--- src/rtl/bkpt_pkg.sv ---
package bkpt_pkg;
  localparam int BKPT_NCOMP = 8;
  localparam int BKPT_OFS_W = 10;
  localparam int KEY_BIT    = 1;

  typedef struct packed {
    logic [BKPT_NCOMP-1:0] compWe;
    logic [31:0]           wdata;
    logic                  enable;
  } regStrobe_t;
endpackage

--- src/rtl/bkpt_ctrl.sv ---
module bkpt_ctrl
  import bkpt_pkg::*;
#(
  parameter int NUM_COMP = BKPT_NCOMP,
  parameter int OFS_W    = BKPT_OFS_W
) (
  input  logic             clk,
  input  logic             rstN,
  input  logic             regWr,
  input  logic [OFS_W-1:0] regOfs,
  input  logic [31:0]      regWdata,
  input  logic [31:0]      compRdata [NUM_COMP],
  output logic [31:0]      regRdata,
  output regStrobe_t       strobe
);
  localparam int COMP_BASE = 2;
  localparam int ID_TOP    = (1 << OFS_W) - 1;
  localparam logic [6:0] CNT = 7'(NUM_COMP);
  localparam logic [OFS_W-1:0] OFS_CTRL = '0;

  logic enableQ;
  logic ctrlHit;

  assign ctrlHit = regWr && (regOfs == OFS_CTRL);

  // keyed control register
  always_ff @(posedge clk) begin
    if (!rstN) enableQ <= 1'b0;
    else if (ctrlHit && regWdata[KEY_BIT]) enableQ <= regWdata[0];
  end

  genvar gi;
  generate
    for (gi = 0; gi < NUM_COMP; gi++) begin : g_we
      assign strobe.compWe[gi] = regWr && (regOfs == OFS_W'(COMP_BASE + gi));
    end
  endgenerate
  assign strobe.wdata  = regWdata;
  assign strobe.enable = enableQ;

  function automatic logic [31:0] idWord(input logic [OFS_W-1:0] ofs);
    logic [31:0] w;
    w = '0;
    if      (ofs == OFS_W'(ID_TOP - 16)) w = 32'h4770_1A03;
    else if (ofs == OFS_W'(ID_TOP - 11)) w = 32'h04;
    else if (ofs == OFS_W'(ID_TOP - 7))  w = 32'h21;
    else if (ofs == OFS_W'(ID_TOP - 6))  w = 32'hBD;
    else if (ofs == OFS_W'(ID_TOP - 5))  w = 32'h0B;
    else if (ofs == OFS_W'(ID_TOP - 3))  w = 32'h0D;
    else if (ofs == OFS_W'(ID_TOP - 2))  w = 32'h90;
    else if (ofs == OFS_W'(ID_TOP - 1))  w = 32'h05;
    else if (ofs == OFS_W'(ID_TOP))      w = 32'hB1;
    return w;
  endfunction

  always_comb begin
    regRdata = idWord(regOfs);
    if (regOfs == OFS_CTRL)
      regRdata = {4'h1, 13'b0, CNT[6:4], 4'h0, CNT[3:0], 3'b000, enableQ};
    for (int i = 0; i < NUM_COMP; i++)
      if (regOfs == OFS_W'(COMP_BASE + i)) regRdata = compRdata[i];
  end
endmodule

--- src/rtl/bkpt_dp.sv ---
module bkpt_dp
  import bkpt_pkg::*;
#(
  parameter int NUM_COMP = BKPT_NCOMP,
  parameter int IDX_W    = $clog2(NUM_COMP)
) (
  input  logic             clk,
  input  logic             rstN,
  input  regStrobe_t       strobe,
  input  logic             fetchValid,
  input  logic [31:0]      fetchAddr,
  output logic [31:0]      compRdata [NUM_COMP],
  output logic             bkptReq,
  output logic [IDX_W-1:0] bkptIdx
);
  logic [31:0]         compQ [NUM_COMP];
  logic [NUM_COMP-1:0] hit;
  logic                anyHit;
  logic [IDX_W-1:0]    hitIdx;

  genvar gi;
  generate
    for (gi = 0; gi < NUM_COMP; gi++) begin : g_comp
      always_ff @(posedge clk) begin
        if (!rstN) compQ[gi] <= '0;
        else if (strobe.compWe[gi]) compQ[gi] <= strobe.wdata;
      end
      assign compRdata[gi] = compQ[gi];
      // bit 0 of the xor carries mode vs. fetch lsb, shifted out
      assign hit[gi] = strobe.enable && compQ[gi][0] &&
                       (((fetchAddr ^ compQ[gi]) >> 1) == 32'd0);
    end
  endgenerate

  always_comb begin
    anyHit = 1'b0;
    hitIdx = '0;
    for (int i = NUM_COMP - 1; i >= 0; i--)
      if (hit[i]) begin
        anyHit = 1'b1;
        hitIdx = IDX_W'(i);
      end
  end

  always_ff @(posedge clk) begin
    if (!rstN) begin
      bkptReq <= 1'b0;
      bkptIdx <= '0;
    end else begin
      bkptReq <= fetchValid && anyHit;
      bkptIdx <= (fetchValid && anyHit) ? hitIdx : '0;
    end
  end
endmodule

--- src/rtl/fetch_bkpt_unit.sv ---
module fetch_bkpt_unit
  import bkpt_pkg::*;
#(
  parameter int NUM_COMP = BKPT_NCOMP,
  parameter int OFS_W    = BKPT_OFS_W,
  localparam int IDX_W   = $clog2(NUM_COMP)
) (
  input  logic             clk,
  input  logic             rstN,
  input  logic             regWr,
  input  logic [OFS_W-1:0] regOfs,
  input  logic [31:0]      regWdata,
  output logic [31:0]      regRdata,
  input  logic             fetchValid,
  input  logic [31:0]      fetchAddr,
  output logic             bkptReq,
  output logic [IDX_W-1:0] bkptIdx
);
  regStrobe_t  strobe;
  logic [31:0] compRdata [NUM_COMP];
  logic        globalEn;

  assign globalEn = strobe.enable;

  bkpt_ctrl #(.NUM_COMP(NUM_COMP), .OFS_W(OFS_W)) u_ctrl (
    .clk(clk), .rstN(rstN), .regWr(regWr), .regOfs(regOfs),
    .regWdata(regWdata), .compRdata(compRdata), .regRdata(regRdata),
    .strobe(strobe)
  );

  bkpt_dp #(.NUM_COMP(NUM_COMP), .IDX_W(IDX_W)) u_dp (
    .clk(clk), .rstN(rstN), .strobe(strobe), .fetchValid(fetchValid),
    .fetchAddr(fetchAddr), .compRdata(compRdata), .bkptReq(bkptReq),
    .bkptIdx(bkptIdx)
  );
endmodule

--- config.mk ---
export PLATFORM = sky130hd
export DESIGN_NAME = fetch_bkpt_unit
export DESIGN_NICKNAME = d
export VERILOG_FILES = /design/src/rtl/bkpt_pkg.sv /design/src/rtl/bkpt_ctrl.sv /design/src/rtl/bkpt_dp.sv /design/src/rtl/fetch_bkpt_unit.sv
export SDC_FILE = /design/constraint.sdc
export NUM_CORES = 1
export LEC_CHECK = 0
export BUFFER_PORTS_ARGS = -buffer_cell sky130_fd_sc_hd__clkbuf_2
export CORE_ASPECT_RATIO = 0.7
export CORE_MARGIN = 2
export CORE_UTILIZATION = 40
export DETAILED_ROUTE_END_ITERATION = 7
export PLACE_DENSITY = 0.61
export SKIP_CTS_REPAIR_TIMING = 1
export SLEW_MARGIN = 15
export SYNTH_ARGS = -nofsm -noshare
export SYNTH_HDL_FRONTEND = slang
export SYNTH_SLANG_ARGS = --single-unit
--- constraint.sdc ---
create_clock -name clk -period 8.3 [get_ports clk]
set_clock_uncertainty 0.2 [all_clocks]
set_input_delay 2.49 -clock clk [delete_from_list [all_inputs] [get_ports clk]]
set_output_delay 2.49 -clock clk [all_outputs]
set_load 0.01 [all_outputs]
==> results.md <==
| Group | Result | Reported |
| --- | --- | --- |
| place | Placed cell count | 1,896 |
| setup path | Reg-to-Reg Start | u_dp.compQ[1][109] |
| floorplan | Die Y-Extent | 166 um |
| synth | Number of distinct library cells after synthesis | 65 |
| sta | Final sum of negative setup slack | 0 ns |
| final layout | Fin nets | 1,517 |
| floorplan | Number of placement rows | 59 |
| sta | Fmax | 128 MHz |
| synth | Post-synthesis sequential area ratio | 51.7% |
| setup path | Endpoint class of the critical path | primary output |
| setup path | Type of the setup path with the least slack | in -> out |
| global route | Initial antenna violation count | 4 |
| final layout | Number of non-filler instances in the completed layout | 1,951 |
| power and ir drop | Worst IR drop on VDD | 0.153 mV |
| setup path | Critical path's slowest cell | sky130_fd_sc_hd__nor2_1 |
| place | Number of buffers inserted by port buffering | 112 |
| floorplan | Initial Utilization | 40.6% |
| floorplan | Number of top-level pins | 114 |
| worst hold path | Cells on Worst Hold Path | 2 |
| cts | Clock tree from TritonCTS | built |
| synth | Number of flops mapped to enable cells by yosys | 256 |
| sta | Final-report max-slew violation count | 0 |
| setup path | Crit start category | primary input |
| cts | Clock Path Buffers | 3 |
| final layout | Proportion of layout cells with a drive suffix above 1 | 16.6% |
| synth | Warnings from Yosys | 0 |
| route | DRC violations left | 0 |
| setup path | R2R setup slack | 5.14 ns |
| global route | Aggregate global routing overflow | 0 |
| global route | GRT Total Usage | 32.1% |
| synth | Cell area after technology mapping | 0.0151 mm^2 |
| sta | Max-slew headroom at the worst pin | 18.3% |
| cts | CTS H-tree lvls | 1 |
| cts | Clk Latency, worst-skew pair | 0.59 ns |
| setup path | Worst Path Max Fanout | 13 |
| synth | Synthesized instance count | 1,356 |
| setup path | Data arrival time of the worst path | 5.13 ns |
| sta | Post-layout minimum cycle time | 7.82 ns |
| worst hold path | HP Class | reg -> reg |
| cts | TritonCTS sink count | 261 |
| sta | Finish-stage setup viols | 0 |
| route | Total routed wirelength | 64.2 mm |
| global route | Vias in the first global route | 11,400 |
| place | Routability congestion estimate | 1.05 |
| route | Number of vias per cell after detailed routing | 6.18 |
| route | Total vias in the final route | 12,100 |
| global route | Wire length of the first global-routing pass | 88.9 mm |
| sta | Unrepaired setup endpoints after global routing | false |
| cts | Clock transition at the registers of the reported paths | 0.06 ns |
| floorplan | Core Area | 0.0371 mm^2 |
| worst hold path | Source of the worst hold timing path | u_ctrl.enableQ |
| route | Initial DRC count | 2,030 |
| place | DP Wirelength | 45.5 mm |
| final layout | Relative area change from synthesis to final layout | 13.7% |
| status | Status | completed |
| power and ir drop | Total power density per cell area | 192 mW/mm^2 |
| power and ir drop | Total power after layout | 3.29 mW |
| global route | Maximum number of pins on one net before global-route repair | 33 |
| route | Wire length per cell | 32.9 um |
| setup path | Worst-case reg-to-reg path depth | 7 |
| setup path | Largest incremental delay on the critical path | 0.68 ns |
| synth | FFs w/ async S/R, synth | 0% |
| cts | TritonCTS buffer count | 28 |
| sta | Final Hold Fails | 0 |
| cts | Cell chosen for the clock root | sky130_fd_sc_hd__clkbuf_16 |
| worst hold path | End point of the worst hold path | u_ctrl.enableQ |
| synth | Mean instance size in the synthesized netlist | 11.1 um^2 |
| flow run | Max_cap viols | 0 |
| floorplan | DIE AREA | 0.0392 mm^2 |
| sta | Slew at the pin with the worst max-slew slack | 1.22 ns |
| synth | Net count after synthesis | 1,434 |
| power and ir drop | Leakage Power | 6.01 nW |
| route | DR pass1 iterations | 6 |
| setup path | Critical R2R Capture | u_dp.bkptIdx[0] |
| floorplan | Width of the die | 236 um |
| setup path | Cell chain of the critical path | clkbuf_2 -> nand4b_1 -> nor2_1 -> nor2_1 -> o21ai_0 -> or3_1 -> o211ai_1 -> clkbuf_2 |
| place | Placed instance area | 0.0161 mm^2 |
| sta | Final cycle utilization of the critical path | 94.2% |
| synth | Seq cells post-synth | 261 |
| synth | Main flop type after synthesis | sky130_fd_sc_hd__edfxtp_1 |
| final layout | Final non-filler cell area | 0.0171 mm^2 |
| setup path | Required time reported for the critical path endpoint | 5.61 ns |
| route | Count of nets left with antenna violations after detail routing | 0 |
state kept, by name, summed over array words and instances (netlist names):
name / flops
u_ctrl.enableQ: 1
u_dp.bkptIdx: 3
u_dp.bkptReq: 1
u_dp.compQ: 256
metrics by stage:
stage	worst slack, ns	hold slack (ns)	util [%]
floorplan	1.62	0.403	-
global placement	0.757	0.535	43.4
detailed placement	0.654	0.545	43.4
CTS	0.643	0.552	46.0
global route	0.503	0.622	46.1
finish	0.485	0.583	46.1
cell type report:
type,instances,area (um^2)
fillers,3437,20000
flip-flops and latches,261,7790
multi-input cells,990,6840
repair buffers,155,903
clock buffers,29,704
well taps,488,611
clock inverters,23,260
inverters,3,11.3
diodes,2,5.00
Yosys cell counts (all sizes together), types with 3 or more instances:
cell,n,area (um^2)
a211oi,11,82.6
a21o,4,30.0
a21oi,74,370
a221o,6,60.1
a222oi,17,170
a22oi,15,118
a31oi,3,18.8
and2,257,1610
buf,63,365
clkbuf,39,158
dfxtp,5,100
edfxtp,256,7690
inv,3,11.3
mux2,4,45.0
mux2i,9,90.1
mux4,3,67.6
nand2,44,165
nand2b,4,25.0
nand3,20,105
nand4,42,263
nor2,52,234
nor2b,9,56.3
nor3,6,30.0
nor4,39,272
o211ai,3,22.5
o21ai,74,374
o221ai,5,43.8
o22ai,14,87.6
or2,3,18.8
xnor2,123,1080
xor2,126,1100
how the worst max path moves through the flow:
| stage | cells past startpoint | from | to |
|---|---|---|---|
| 3_3_place_gp | 8 | regOfs[7] | regRdata[13] |
| 2_1_floorplan | 9 | regOfs[7] | regRdata[23] |
| 6_report | 8 | regOfs[2] | regRdata[16] |
| 3_5_place_dp | 8 | regOfs[2] | regRdata[16] |
| 4_1_cts | 8 | regOfs[2] | regRdata[16] |
| 5_1_grt | 8 | regOfs[2] | regRdata[16] |
cells by family after synthesis:
kind of cell | Yosys count | synth area share, %
compound gates | 235 | 9.65
flops | 261 | 51.7
buf+inv | 105 | 3.55
xor+xnor | 249 | 14.5
mux | 16 | 1.35
simple gates | 490 | 19.2
report_power, final:
| part | switching, mW | leakage, nW | total, mW | internal [mW] |
|---|---|---|---|---|
| logic | 0.270 | 3.07 | 0.376 | 0.105 |
| clock network | 0.578 | 0.469 | 1.35 | 0.776 |
| registers | 0.0536 | 2.47 | 1.56 | 1.51 |
placed cells by master (no fill, tap or decap), types with 5 or more instances in the layout:
cell type,count
sky130_fd_sc_hd__clkbuf_16,28
sky130_fd_sc_hd__clkbuf_2,112
sky130_fd_sc_hd__xnor2_1,122
sky130_fd_sc_hd__nor4_1,36
sky130_fd_sc_hd__buf_4,42
sky130_fd_sc_hd__mux2i_1,9
sky130_fd_sc_hd__a221o_1,6
sky130_fd_sc_hd__nor2b_1,9
sky130_fd_sc_hd__xor2_1,126
sky130_fd_sc_hd__o22ai_1,14
sky130_fd_sc_hd__a222oi_1,17
sky130_fd_sc_hd__o21ai_0,56
sky130_fd_sc_hd__clkinv_2,7
sky130_fd_sc_hd__a21oi_1,74
sky130_fd_sc_hd__nand3_1,19
sky130_fd_sc_hd__nor2_2,9
sky130_fd_sc_hd__dfxtp_1,5
sky130_fd_sc_hd__clkinv_1,5
sky130_fd_sc_hd__o221ai_1,5
sky130_fd_sc_hd__o21ai_1,10
sky130_fd_sc_hd__nor2_1,40
sky130_fd_sc_hd__and2_1,256
sky130_fd_sc_hd__nor3_1,5
sky130_fd_sc_hd__o21ai_4,7
sky130_fd_sc_hd__a22oi_1,14
sky130_fd_sc_hd__edfxtp_1,256
sky130_fd_sc_hd__nand4_1,42
sky130_fd_sc_hd__bufinv_16,5
sky130_fd_sc_hd__a211oi_1,11
sky130_fd_sc_hd__nand2_1,43
per-layer routing:
layer	up-vias	wire length, um	part of all wire [%]	global-route usage (%)
met1	5993	26400	41	46.1
met3	137	8640	13	9.99
met2	875	26700	42	46.5
met5	-	118	0.18	0
li1	5043	-	-	-
met4	4	2310	3.6	9.42
critical path: cells and delay by family:
| family | cells | cell delay, ns |
|---|---|---|
| AND/OR/NAND/NOR | 4 | 1.69 |
| AO/OA/AOI/OAI | 2 | 0.47 |
| buffers and inverters | 2 | 0.45 |
Power figures use the tool's default switching activity.
